<file path="src/rtl/bar_map_pkg.sv">
package bar_map_pkg;

    localparam int ADDR_W = 32;

    typedef logic [ADDR_W-1:0] addr_t;

    // First I/O address outside the 64K port space
    localparam addr_t IO_SPACE_END = 32'h0001_0000;

    typedef enum logic {
        SPACE_MEM = 1'b0,
        SPACE_IO  = 1'b1
    } space_e;

    typedef struct packed {
        logic  ok;
        addr_t base;
        addr_t last;
    } region_map_t;

    function automatic addr_t align_mask(input addr_t size);
        return ~(size - addr_t'(1));
    endfunction

    function automatic logic range_ok(input addr_t base, input addr_t last,
                                      input space_e space);
        logic top_ok;
        top_ok = (space == SPACE_IO) ? (last < IO_SPACE_END) : (last != '1);
        return (last > base) && (base != '0) && top_ok;
    endfunction

endpackage

</file>
<file path="src/rtl/bar_region_eval.sv">
module bar_region_eval
    import bar_map_pkg::*;
#(
    parameter addr_t  SIZE   = 32'h1000,
    parameter space_e SPACE  = SPACE_MEM,
    parameter bit     IS_ROM = 1'b0
) (
    input  addr_t       word_i,
    input  logic        io_en_i,
    input  logic        mem_en_i,
    output region_map_t calc_o
);
    addr_t base_c;
    addr_t last_c;
    logic  space_en_c;
    logic  rom_en_c;

    always_comb begin
        base_c     = word_i & align_mask(SIZE);
        last_c     = base_c + SIZE - addr_t'(1);
        space_en_c = (SPACE == SPACE_IO) ? io_en_i : mem_en_i;
        rom_en_c   = IS_ROM ? word_i[0] : 1'b1;
        calc_o.ok   = (SIZE != '0) && space_en_c && rom_en_c
                      && range_ok(base_c, last_c, SPACE);
        calc_o.base = base_c;
        calc_o.last = last_c;
    end
endmodule

</file>
<file path="src/rtl/bar_region_hold.sv">
module bar_region_hold
    import bar_map_pkg::*;
#(
    parameter addr_t  SIZE  = 32'h1000,
    parameter space_e SPACE = SPACE_MEM
) (
    input  logic        clk,
    input  logic        rst,
    input  logic        upd_i,
    input  region_map_t calc_i,
    input  addr_t       acc_addr_i,
    input  logic        acc_is_io_i,
    output logic        valid_o,
    output addr_t       base_o,
    output addr_t       last_o,
    output logic        changed_o,
    output logic        hit_o
);
    logic  valid_q;
    addr_t base_q;
    addr_t last_q;
    logic  chg_q;
    logic  differs_c;

    assign differs_c = (calc_i.ok != valid_q) || (calc_i.ok && (calc_i.base != base_q));

    always_ff @(posedge clk) begin
        if (rst) begin
            valid_q <= 1'b0;
            base_q  <= '0;
            last_q  <= '0;
            chg_q   <= 1'b0;
        end else begin
            chg_q <= 1'b0;
            if (upd_i && differs_c) begin
                valid_q <= calc_i.ok;
                base_q  <= calc_i.ok ? calc_i.base : '0;
                last_q  <= calc_i.ok ? calc_i.last : '0;
                chg_q   <= 1'b1;
            end
        end
    end

    always_comb begin
        hit_o = valid_q && (acc_is_io_i == (SPACE == SPACE_IO))
                && (acc_addr_i >= base_q) && (acc_addr_i <= last_q);
    end

    assign valid_o   = valid_q;
    assign base_o    = base_q;
    assign last_o    = last_q;
    assign changed_o = chg_q;

    p_changed_after_update_r10: assert property (@(posedge clk) disable iff (rst)
        chg_q |-> $past(upd_i));
    p_changed_single_r10: assert property (@(posedge clk) disable iff (rst)
        chg_q |=> !chg_q || $past(upd_i));
    p_hold_without_update_r9: assert property (@(posedge clk) disable iff (rst)
        !upd_i |=> $stable(valid_q) && $stable(base_q) && $stable(last_q));
    p_nonzero_base_r5: assert property (@(posedge clk) disable iff (rst)
        valid_q |-> base_q != '0);
    p_no_wrap_r6: assert property (@(posedge clk) disable iff (rst)
        valid_q |-> last_q > base_q);
    p_hit_in_window_r11: assert property (@(posedge clk) disable iff (rst)
        hit_o |-> valid_q && acc_addr_i >= base_q && acc_addr_i <= last_q);

    if (SPACE == SPACE_IO) begin : g_io_chk
        p_io_below_64k_r7: assert property (@(posedge clk) disable iff (rst)
            valid_q |-> last_q < IO_SPACE_END);
    end else begin : g_mem_chk
        p_mem_not_top_r6: assert property (@(posedge clk) disable iff (rst)
            valid_q |-> last_q != '1);
    end

    if (SIZE == '0) begin : g_empty_chk
        p_empty_region_r8: assert property (@(posedge clk) disable iff (rst)
            !valid_q && !chg_q);
    end
endmodule

</file>
<file path="src/rtl/bar_map_decoder.sv">
module bar_map_decoder
    import bar_map_pkg::*;
#(
    parameter int NUM_BARS = 6,
    parameter logic [(NUM_BARS+1)*32-1:0] REGION_SIZE = {
        32'h0001_0000, 32'h0000_0010, 32'h0000_0100, 32'h0000_0000,
        32'h0010_0000, 32'h0000_1000, 32'h0000_0020},
    parameter logic [NUM_BARS:0] REGION_IO = 7'b001_0001
) (
    input  logic                          clk,
    input  logic                          rst,
    input  logic                          update_i,
    input  logic                          io_enable_i,
    input  logic                          mem_enable_i,
    input  logic [(NUM_BARS+1)*32-1:0]    region_words_i,
    input  logic [31:0]                   acc_addr_i,
    input  logic                          acc_is_io_i,
    output logic [NUM_BARS:0]             map_valid_o,
    output logic [(NUM_BARS+1)*32-1:0]    map_base_o,
    output logic [(NUM_BARS+1)*32-1:0]    map_last_o,
    output logic [NUM_BARS:0]             map_changed_o,
    output logic [NUM_BARS:0]             acc_hit_o
);
    localparam int NREG    = NUM_BARS + 1;
    localparam int ROM_IDX = NREG - 1;

    for (genvar r = 0; r < NREG; r++) begin : g_region
        localparam addr_t  SZ     = REGION_SIZE[r*ADDR_W +: ADDR_W];
        localparam space_e SP     = (REGION_IO[r] && r != ROM_IDX) ? SPACE_IO : SPACE_MEM;
        localparam bit     IS_ROM = (r == ROM_IDX);

        region_map_t calc;

        bar_region_eval #(.SIZE(SZ), .SPACE(SP), .IS_ROM(IS_ROM)) u_eval (
            .word_i   (region_words_i[r*ADDR_W +: ADDR_W]),
            .io_en_i  (io_enable_i),
            .mem_en_i (mem_enable_i),
            .calc_o   (calc)
        );

        bar_region_hold #(.SIZE(SZ), .SPACE(SP)) u_hold (
            .clk         (clk),
            .rst         (rst),
            .upd_i       (update_i),
            .calc_i      (calc),
            .acc_addr_i  (acc_addr_i),
            .acc_is_io_i (acc_is_io_i),
            .valid_o     (map_valid_o[r]),
            .base_o      (map_base_o[r*ADDR_W +: ADDR_W]),
            .last_o      (map_last_o[r*ADDR_W +: ADDR_W]),
            .changed_o   (map_changed_o[r]),
            .hit_o       (acc_hit_o[r])
        );

        if (SP == SPACE_IO) begin : g_io_en_chk
            p_io_needs_enable_r2: assert property (@(posedge clk) disable iff (rst)
                $rose(map_valid_o[r]) |-> $past(io_enable_i));
        end else begin : g_mem_en_chk
            p_mem_needs_enable_r3: assert property (@(posedge clk) disable iff (rst)
                $rose(map_valid_o[r]) |-> $past(mem_enable_i));
        end

        if (IS_ROM) begin : g_rom_chk
            p_rom_needs_bit0_r4: assert property (@(posedge clk) disable iff (rst)
                $rose(map_valid_o[r]) |-> $past(region_words_i[r*ADDR_W]));
        end
    end

    p_changed_subset_r10: assert property (@(posedge clk) disable iff (rst)
        (map_changed_o != '0) |-> $past(update_i));
endmodule

</file>
<file path="config.mk">
export PLATFORM = sky130hd
export DESIGN_NAME = bar_map_decoder
export DESIGN_NICKNAME = d
export VERILOG_FILES = /design/src/rtl/bar_map_pkg.sv /design/src/rtl/bar_region_eval.sv /design/src/rtl/bar_region_hold.sv /design/src/rtl/bar_map_decoder.sv
export SDC_FILE = /design/constraint.sdc
export NUM_CORES = 1
export LEC_CHECK = 0
export BUFFER_PORTS_ARGS = -buffer_cell sky130_fd_sc_hd__buf_2
export CORE_AREA = 2 2 285 287
export DETAILED_ROUTE_END_ITERATION = 6
export DIE_AREA = 0 0 287 289
export GPL_TIMING_DRIVEN = 0
export SLEW_MARGIN = 20
export SYNTH_ARGS = -nofsm -noshare
export SYNTH_HDL_FRONTEND = slang
export SYNTH_SLANG_ARGS = --single-unit
</file>
<file path="constraint.sdc">
create_clock -name clk -period 8.1 [get_ports clk]
set_clock_uncertainty 0.15 [all_clocks]
set_input_delay 1.62 -clock clk [delete_from_list [all_inputs] [get_ports clk]]
set_output_delay 1.62 -clock clk [all_outputs]
set_load 0.05 [all_outputs]
</file>
==> impl_metrics.yaml <==
outcome:
  status: "complete, no violations"
die:
  initial_core_util_pct: 17.6
  rows: 104
  io_pins: 731
  core-area_sq_um: 79900
  die_width_microns: 287
  dieArea_sq_um: 82900
  die_y_microns: 289
cts:
  worstSkewPairLatency_ps: 490
  cts_sinks: 139
  cts-root-buf: "clkbuf_16"
  clk_pin_slew_worst_paths_ps: 60
  cts_tree: "done"
  post-cts-setup-buffer-count: 0
  clk_path_buf_depth: 2
  cts.repair.resized: 0
  h-tree-depth: 4
  cts_buffers: 17
  hold_buffers: 0
synthesis:
  synth_top_cell_by_area: "dfxtp_1"
  synth_area_per_cell_sq_um: 8.43
  synth_area_leaders: "dfxtp_1 (20%), buf_4 (18%), ha_1 (18%), xnor2_1 (5.4%), inv_1 (3.9%)"
  yosys_most_used_dff: "dfxtp_1"
  syn_area_sq_um: 14000
  synth_edf_count: 0
  ys_seq_elements: 139
  seq_area_frac_synth_pct: 19.8
  yosysTopAreaCellShare_pct: 19.8
  yosysWarningCount: 0
  yosysUniqueCellTypes: 68
  synth_cells: 1664
  async_flop_share_pct: 0
cells_and_area:
  fillCellCount: 8904
  fin_nets: 2776
  areaGrowthSynthToFinish_pct: 35.0
  stdcell_area_sq_um: 19000
  stdcell_count: 3393
  drive_above_1_share_pct: 39.5
detailed_routing:
  firstDrtPassIters: 5
  drtIter0Drc: 593
  detail-route-antenna-nets: 0
  via_per_inst: 3.98
  drc: 0
  via_count: 13511
  wl_microns: 65600
  post_drt_wl_per_cell_microns: 19.3
power:
  clkPwrFrac_pct: 31.8
  swShare_pct: 42.2
  p_int_uw: 1400
  seqPwrFrac_pct: 30.7
  vdd_drop_max_mv: 0.154
  power_density_nw_per_um2: 128
  p_switching_uw: 1020
  power_frac_comb_pct: 37.4
  leakagePower_uw: 0.00947
run:
  cap_violations: 0
placement:
  place_area_sq_um: 18400
  dp_cells: 3357
  dpl.hpwl_microns: 51700
  place_ws_ps: 1510
  gp_congestion: 0.850
  port_buffers: 501
sta:
  rsz0062_at_grt: "no"
  drv_slew: 0
  max_slew_margin_pct: 25.5
  max_freq_ghz: 0.155
  whs_ps: 378
  fin_setup_tns_ps: 0
  period_share_pct: 79.7
  worst_pin_slew_ps: 1110
  hold_viol_final: 0
  setup_slack_ps: 1650
  post-route-min-period_ps: 6450
  setup_viol: 0
setup_path:
  crit_required_ps: 6330
  end_kind: "primary output"
  crit_type: "input port to primary output"
  cp.arrival_ps: 4680
  crit_fanout: 7
  crit_path_start_kind: "input port"
global_route:
  grtUsageTotal_pct: 15.4
  grt_pass1_wl_microns: 90100
  first_global_vias: 12742
  antenna_found_initial: 14
  grt_start_max_net_pins: 28
  overflow: 0
hold_path:
  hold_path.class: "register to register"
[cells in the final DEF (no fill, tap or decap), types with 4 or more instances in the layout]
master / n
xnor2_1: 86
nor3_1: 37
dfxtp_1: 138
buf_4: 343
clkinvlp_4: 5
nand3_1: 24
nand4b_1: 6
a211oi_1: 8
mux2i_1: 35
clkbuf_16: 17
and3_1: 12
inv_1: 146
a22o_2: 20
conb_1: 132
xor2_1: 41
o211ai_1: 9
nand2_1: 77
diode_2: 4
nand2b_1: 33
and2_1: 18
clkbuf_2: 4
o21a_1: 7
nor2_1: 23
a21oi_1: 72
nor2b_1: 13
nand4_1: 81
ha_1: 198
a2111oi_0: 5
or4_1: 6
a22o_1: 44
clkbuf_1: 11
a21o_1: 24
and4_1: 5
or3_1: 5
buf_2: 507
o21ai_0: 23
nor4_1: 49
[layer usage]
metal / vias to the layer above / global-route usage, % / part of all wire, %
met5: - / 0 / 0.16
met4: 18 / 5.36 / 2.5
met3: 78 / 3.10 / 5.8
met2: 466 / 26.3 / 48
met1: 6209 / 19.1 / 43
li1: 6740 / - / -
[flip-flops by register name, summed over array words and instances (netlist names)]
name and flops:
g_region.u_hold.last_o 132, g_region.u_hold.changed_o 6, g_region.u_hold.base_o 1
[final timing paths]
| path | cells after the start | startpoint | slack (ps) | endpoint |
|---|---|---|---|---|
| worst max-delay path | 9 | acc_addr_i[1] | 1650 | acc_hit_o[2] |
| worst min-delay path | 2 | g_region[4].u_hold.last_o[23]$_SDFFE_PP0P_ | 380 | g_region[4].u_hold.last_o[23]$_SDFFE_PP0P_ |
| worst max register to register | 7 | g_region[5].u_hold.last_o[3]$_SDFFE_PP0P_ | 5280 | g_region[5].u_hold.last_o[17]$_SDFFE_PP0P_ |
| worst min register to register | 2 | g_region[4].u_hold.last_o[23]$_SDFFE_PP0P_ | 380 | g_region[4].u_hold.last_o[23]$_SDFFE_PP0P_ |
[power groups by stage]
| stage | registers, uW | logic, uW | clock network [uW] |
|---|---|---|---|
| 2_1_floorplan | 794 | 602 | 0 |
| 3_3_place_gp | 761 | 902 | 0 |
| 3_5_place_dp | 761 | 910 | 0 |
| 4_1_cts | 746 | 914 | 804 |
| 5_1_grt | 748 | 981 | 829 |
| 6_report | 745 | 907 | 771 |
[logic make-up after synthesis]
kind of cell / count (synthesis) / share of synthesized area, %
simple gates: 400 / 15.9
buf+inv: 513 / 23.1
mux: 36 / 2.58
other cells: 1 / 0.0267
compound gates: 250 / 13.0
flops: 139 / 19.8
xor+xnor: 127 / 7.93
fa+ha+maj: 198 / 17.7
[Yosys cell counts, drive strengths merged, types with 3 or more instances]
cell,instances
and2,18
nand3,24
o21a,7
a31oi,4
o211a,3
a22o,64
nor4b,3
ha,198
nor3,38
and4,5
nor4,49
a311oi,3
o21ai,23
nand4,81
xnor2,86
nand2b,33
o311ai,3
nand2,77
a21boi,3
dfxtp,139
xor2,41
buf,353
nand4b,6
o211ai,9
or4,7
mux2i,35
or3,5
nor2b,13
and3,12
nor2,25
a21oi,73
a21o,24
inv,146
a22oi,3
a2111oi,5
a211oi,9
clkbuf,14
[critical path, cell delays in order]
cell	delay, ps
buf_2	220
or4_4	620
nor3_2	450
nand3_1	320
o311ai_0	440
a21boi_0	130
a2111oi_0	400
buf_4	170
buf_2	290
[final cells by class]
cell class / instances / area, sq um / share of cell area (%)
clock buffer: 20 / 457 / 2.41
buffer: 367 / 2690 / 14.2
tap: 1060 / 1330 / 7.00
sequential: 139 / 2780 / 14.7
clock inverter: 12 / 87.6 / 0.462
timing repair buffer: 502 / 2530 / 13.4
multi-input combinational: 1143 / 8510 / 44.9
antenna: 4 / 10.0 / 0.0528
inverter: 146 / 548 / 2.89
[stage by stage]
step	total power, uW	utilization (%)
6_report	2420	23.7
5_1_grt	2560	23.7
4_1_cts	2460	23.7
3_5_place_dp	1670	23.0
3_3_place_gp	1660	23.0
2_1_floorplan	1400	-
No activity file was read; power rests on OpenSTA's default activity.
